File: src/rtl/prio_irq_pkg.sv
package prio_irq_pkg;
    typedef enum logic [1:0] {
        OP_MASK_WR = 2'd0,
        OP_PEND_CLR = 2'd1,
        OP_IEN_ON = 2'd2,
        OP_IEN_OFF = 2'd3
    } irq_op_e;
endpackage

File: src/rtl/prio_irq_pick.sv
module prio_irq_pick #(
    parameter int N_SRC = 4,
    parameter int IDX_W = 2
) (
    input  logic [N_SRC-1:0] elig,
    output logic             any,
    output logic [IDX_W-1:0] idx
);
    // Scan from the lowest priority upward so the lowest index lands last.
    always_comb begin
        any = 1'b0;
        idx = '0;
        for (int i = N_SRC - 1; i >= 0; i--) begin
            if (elig[i]) begin
                any = 1'b1;
                idx = IDX_W'(i);
            end
        end
    end
endmodule

File: src/rtl/prio_irq_vec.sv
module prio_irq_vec #(
    parameter int IDX_W = 2,
    parameter int VEC_W = 8,
    parameter logic [VEC_W-1:0] VEC_BASE = 8'h40
) (
    input  logic [IDX_W-1:0] idx,
    output logic [VEC_W-1:0] vec
);
    localparam int STRIDE_SH = 2;
    always_comb begin
        vec = VEC_BASE + (VEC_W'(idx) << STRIDE_SH);
    end
endmodule

File: src/rtl/prio_irq_ctrl.sv
module prio_irq_ctrl
    import prio_irq_pkg::*;
#(
    parameter int N_SRC = 4,
    parameter int VEC_W = 8,
    parameter logic [VEC_W-1:0] VEC_BASE = 8'h40
) (
    input  logic             clk,
    input  logic             rst_n,
    input  logic [N_SRC-1:0] irq_req,
    input  logic             cmd_valid,
    input  logic [1:0]       cmd_op,
    input  logic [N_SRC-1:0] cmd_arg,
    input  logic             intack_i,
    output logic [N_SRC-1:0] pend_o,
    output logic [N_SRC-1:0] mask_o,
    output logic             ien_o,
    output logic             ist_o,
    output logic             int_cycle_o,
    output logic             bus_oe_o,
    output logic [VEC_W-1:0] bus_data_o
);
    localparam int IDX_W = (N_SRC > 1) ? $clog2(N_SRC) : 1;

    typedef struct packed {
        logic [N_SRC-1:0] pend;
        logic [N_SRC-1:0] mask;
        logic             ien;
    } ctrl_state_t;

    ctrl_state_t st_d, st_q;
    irq_op_e     op_d;
    logic [N_SRC-1:0] elig_d;
    logic             any_d;
    logic [IDX_W-1:0] win_d;
    logic [VEC_W-1:0] vec_d;

    assign op_d = irq_op_e'(cmd_op);

    // Next-state: requests are sticky; a held request beats a clear.
    always_comb begin
        st_d      = st_q;
        st_d.pend = st_q.pend | irq_req;
        if (cmd_valid) begin
            case (op_d)
                OP_MASK_WR:  st_d.mask = cmd_arg;
                OP_PEND_CLR: st_d.pend = (st_q.pend & ~cmd_arg) | irq_req;
                OP_IEN_ON:   st_d.ien  = 1'b1;
                OP_IEN_OFF:  st_d.ien  = 1'b0;
            endcase
        end
        if (intack_i) begin
            st_d.ien = 1'b0;
        end
    end

    always_ff @(posedge clk or negedge rst_n) begin
        if (!rst_n) begin
            st_q <= '0;
        end else begin
            st_q <= st_d;
        end
    end

    assign elig_d = st_q.pend & st_q.mask;

    prio_irq_pick #(
        .N_SRC(N_SRC),
        .IDX_W(IDX_W)
    ) u_pick (
        .elig(elig_d),
        .any (any_d),
        .idx (win_d)
    );

    prio_irq_vec #(
        .IDX_W   (IDX_W),
        .VEC_W   (VEC_W),
        .VEC_BASE(VEC_BASE)
    ) u_vec (
        .idx(win_d),
        .vec(vec_d)
    );

    assign pend_o      = st_q.pend;
    assign mask_o      = st_q.mask;
    assign ien_o       = st_q.ien;
    assign ist_o       = any_d;
    assign int_cycle_o = st_q.ien & any_d;
    assign bus_oe_o    = intack_i;
    assign bus_data_o  = intack_i ? vec_d : '0;
endmodule

File: config.mk
export PLATFORM = sky130hd
export DESIGN_NAME = prio_irq_ctrl
export DESIGN_NICKNAME = d
export VERILOG_FILES = /design/src/rtl/prio_irq_pkg.sv /design/src/rtl/prio_irq_pick.sv /design/src/rtl/prio_irq_vec.sv /design/src/rtl/prio_irq_ctrl.sv
export SDC_FILE = /design/constraint.sdc
export NUM_CORES = 1
export LEC_CHECK = 0
export ABC_AREA = 1
export BUFFER_PORTS_ARGS = -buffer_cell sky130_fd_sc_hd__buf_2
export CORE_AREA = 2 2 39 41
export CTS_CLUSTER_SIZE = 20
export DETAILED_ROUTE_END_ITERATION = 8
export DIE_AREA = 0 0 41 43
export PLACE_DENSITY = 0.73
export SYNTH_ARGS = -nofsm -noshare
export SYNTH_HDL_FRONTEND = slang
export SYNTH_SLANG_ARGS = --single-unit
File: constraint.sdc
create_clock -name clk -period 1.25 [get_ports clk]
set_clock_uncertainty 0.1 [all_clocks]
set_input_delay 0.0625 -clock clk [delete_from_list [all_inputs] [get_ports clk]]
set_output_delay 0.0625 -clock clk [all_outputs]
set_load 0.02 [all_outputs]
==> flow_results.xml <==
<?xml version="1.0" encoding="UTF-8"?>
<metrics>
  <group name="run_status">
    <metric name="outcome" unit="">finished, violations left</metric>
    <metric name="failed_checks" unit="">negative setup slack</metric>
  </group>
  <group name="grt">
    <metric name="first_global_vias" unit="">562</metric>
    <metric name="grt_overflow_total" unit="">0</metric>
    <metric name="grt_start_max_net_pins" unit="">12</metric>
    <metric name="grt_first_pass_wirelength" unit="um">2260</metric>
    <metric name="number_of_antenna_violations_at_the_first_check_in_global_routing" unit="">0</metric>
    <metric name="grt.total_usage" unit="">0.189</metric>
  </group>
  <group name="sta">
    <metric name="finalCritPeriodShare" unit="">1.03</metric>
    <metric name="rsz_0062_raised_after_global_routing" unit="">yes</metric>
    <metric name="setup-tns-final" unit="ps">-57.6</metric>
    <metric name="finalSetupViolations" unit="">3</metric>
    <metric name="final_critical_path_setup_slack" unit="ps">-31.4</metric>
    <metric name="max_freq" unit="MHz">780</metric>
    <metric name="final_max_slew_viol_count" unit="">0</metric>
    <metric name="finalHoldViolCount" unit="">0</metric>
    <metric name="min_period" unit="ps">1280</metric>
  </group>
  <group name="die">
    <metric name="die-area" unit="um2">1760</metric>
    <metric name="die_y" unit="um">43</metric>
    <metric name="ios" unit="">34</metric>
    <metric name="coreArea" unit="um2">1380</metric>
    <metric name="initial_utilization" unit="">0.371</metric>
    <metric name="placement_rows" unit="">14</metric>
    <metric name="die_width" unit="um">41</metric>
  </group>
  <group name="synthesis">
    <metric name="synth-seq-area-share" unit="">0.439</metric>
    <metric name="yosysWarnings" unit="">0</metric>
    <metric name="synth_area" unit="um2">513</metric>
    <metric name="postSynthCellCount" unit="">70</metric>
    <metric name="synth_cell_types" unit="">11</metric>
    <metric name="yosys_register_bits" unit="">9</metric>
    <metric name="post_synth.cell_area_avg" unit="um2">7.33</metric>
  </group>
  <group name="clock_tree">
    <metric name="path_clk_slew" unit="ps">70</metric>
    <metric name="cts_tree" unit="">done</metric>
    <metric name="cts-htree-levels" unit="">1</metric>
    <metric name="clock_path_buffers" unit="">2</metric>
    <metric name="clock_buffers_created_by_tritoncts" unit="">3</metric>
    <metric name="cts_root_cell" unit="">sky130_fd_sc_hd__clkbuf_4</metric>
    <metric name="clock_sinks" unit="">9</metric>
    <metric name="clk_latency" unit="ps">260</metric>
  </group>
  <group name="finish">
    <metric name="final-instance-count-excl-fill" unit="">134</metric>
    <metric name="finalNetCount" unit="">133</metric>
    <metric name="area_of_all_placed_cells_without_fillers" unit="um2">868</metric>
    <metric name="flow.area_growth_from_synthesis" unit="%">69.3</metric>
    <metric name="finish.utilization" unit="">0.627</metric>
    <metric name="register_area" unit="um2">225</metric>
    <metric name="layout-drive-gt1-share" unit="">0.407</metric>
    <metric name="nFillCells" unit="">110</metric>
    <metric name="antenna_cells_inserted" unit="">0</metric>
    <metric name="area_occupied_by_multi_input_gates" unit="um2">221</metric>
  </group>
  <group name="critical_path">
    <metric name="cp.required" unit="ps">1090</metric>
    <metric name="crit_fanout" unit="">2</metric>
    <metric name="critical_path_arrival" unit="ps">1120</metric>
    <metric name="endpoint_kind" unit="">primary output</metric>
    <metric name="critical_path.startpoint_type" unit="">flip-flop</metric>
    <metric name="critPathKind" unit="">flip-flop to primary output</metric>
  </group>
  <group name="routing">
    <metric name="num_vias" unit="">620</metric>
    <metric name="detailedRoute.firstIterationViolations" unit="">12</metric>
    <metric name="routed_wirelength" unit="um">1550</metric>
    <metric name="detail_route.wl_per_cell" unit="um">11.6</metric>
    <metric name="drt_pass1_iterations" unit="">4</metric>
    <metric name="final_antenna_net_count" unit="">0</metric>
    <metric name="post_drt_via_cell_ratio" unit="">4.63</metric>
    <metric name="detail_route.drc_violations" unit="">0</metric>
  </group>
  <group name="place">
    <metric name="hpwl" unit="um">934</metric>
    <metric name="place.detailed.instances" unit="">110</metric>
    <metric name="place_area" unit="um2">628</metric>
    <metric name="gp_congestion" unit="">0.793</metric>
    <metric name="io_buffer_count" unit="">28</metric>
  </group>
  <group name="worst_hold_path">
    <metric name="hold_path_class" unit="">input pin to flip-flop</metric>
  </group>
  <group name="flow_run">
    <metric name="max-cap-violations" unit="">0</metric>
  </group>
  <group name="power_and_ir_drop">
    <metric name="peakVddDrop" unit="V">0.000559</metric>
    <metric name="p_leak" unit="nW">0.493</metric>
    <metric name="total_power" unit="uW">941</metric>
    <metric name="power-per-cell-area" unit="nW/um2">1080</metric>
  </group>
</metrics>
==> area by class of cell <==
type | count | share of cell area
multi-input cells | 48 | 0.255
clock buffers | 4 | 0.0303
repair buffers | 48 | 0.393
inverters | 9 | 0.0389
flip-flops and latches | 9 | 0.259
well taps | 16 | 0.0231
==> cells in the mapped netlist <==
library cell	number	share of area
sky130_fd_sc_hd__nand2_2	1	0.012
sky130_fd_sc_hd__inv_1	9	0.066
sky130_fd_sc_hd__nand2_1	26	0.19
sky130_fd_sc_hd__conb_1	1	0.0073
sky130_fd_sc_hd__a21oi_1	2	0.020
sky130_fd_sc_hd__nand4_1	4	0.049
sky130_fd_sc_hd__buf_4	8	0.12
sky130_fd_sc_hd__nor2_1	4	0.029
sky130_fd_sc_hd__dfrtp_1	9	0.44
sky130_fd_sc_hd__nand3_1	5	0.049
sky130_fd_sc_hd__nor2_4	1	0.022
==> timing repair <==
| action | 4_1_cts | 5_1_grt |
|---|---|---|
| setup buffers | 8 | 2 |
| pin swaps | 3 | 1 |
| hold buffers | 10 | 0 |
| gates resized for setup | 5 | 9 |
| endpoints found under the hold margin | 18 | 0 |
| endpoints found under the setup margin | 4 | 4 |
==> flip-flops by register name (all words and copies together) (netlist names) <==
signal,cells
pend_o,4
ien_o,1
mask_o,4
==> layout by cell type, fill, tap and decap left out, drive strengths merged <==
master	n
nand2	27
nand4	4
nor2	5
inv	9
nand3	5
dfrtp	9
buf	38
a21oi	2
clkbuf	4
dlygate4sd3	10
conb	5
==> cell families (layout without fill, tap and decap cells) <==
kind of cell | after synthesis | in the layout | synth area share
simple gates | 41 | 41 | 0.351
buf+inv | 17 | 61 | 0.183
flops | 9 | 9 | 0.439
compound gates | 2 | 2 | 0.0195
other cells | 1 | 5 | 0.00731
==> path summary, 6_finish.rpt <==
kind	endpoint	cells after the start	startpoint	slack [ps]
hold / removal	mask_o[2]	3	cmd_valid	40
setup reg to reg	mask_o[0]	4	mask_o[0]	260
min in group asynchronous	mask_o[2]	2	rst_n	110
max in group asynchronous	mask_o[1]	2	rst_n	760
hold reg to reg	mask_o[2]	3	mask_o[2]	480
setup / recovery	int_cycle_o	5	pend_o[2]	-30
==> power breakdown <==
group / switching [mW] / total, mW / internal, mW
Clock: 0.112 / 0.236 / 0.124
Combinational: 0.202 / 0.367 / 0.165
Sequential: 0.0197 / 0.338 / 0.318
==> per-layer routing <==
layer  track usage  part of all wire
met5             0                 0
met4        0.0800             0.011
met3        0.0157             0.071
met2         0.328              0.55
met1         0.221              0.37
==> through the flow <==
step,hold WS [ps],worst slack (ps)
2_1_floorplan,-333,108
3_3_place_gp,-179,215
3_5_place_dp,-176,198
4_1_cts,46.8,-35.5
5_1_grt,58.3,-106
6_report,44.6,-31.4
==> worst max-delay path, stage by stage (launching register included) <==
cell                      delay, ps
sky130_fd_sc_hd__dfrtp_1        380
sky130_fd_sc_hd__nand2_1        100
sky130_fd_sc_hd__nand2_2         60
sky130_fd_sc_hd__nor2_2         110
sky130_fd_sc_hd__nor2_1          50
sky130_fd_sc_hd__buf_4          150
Power figures use the tool's default switching activity.
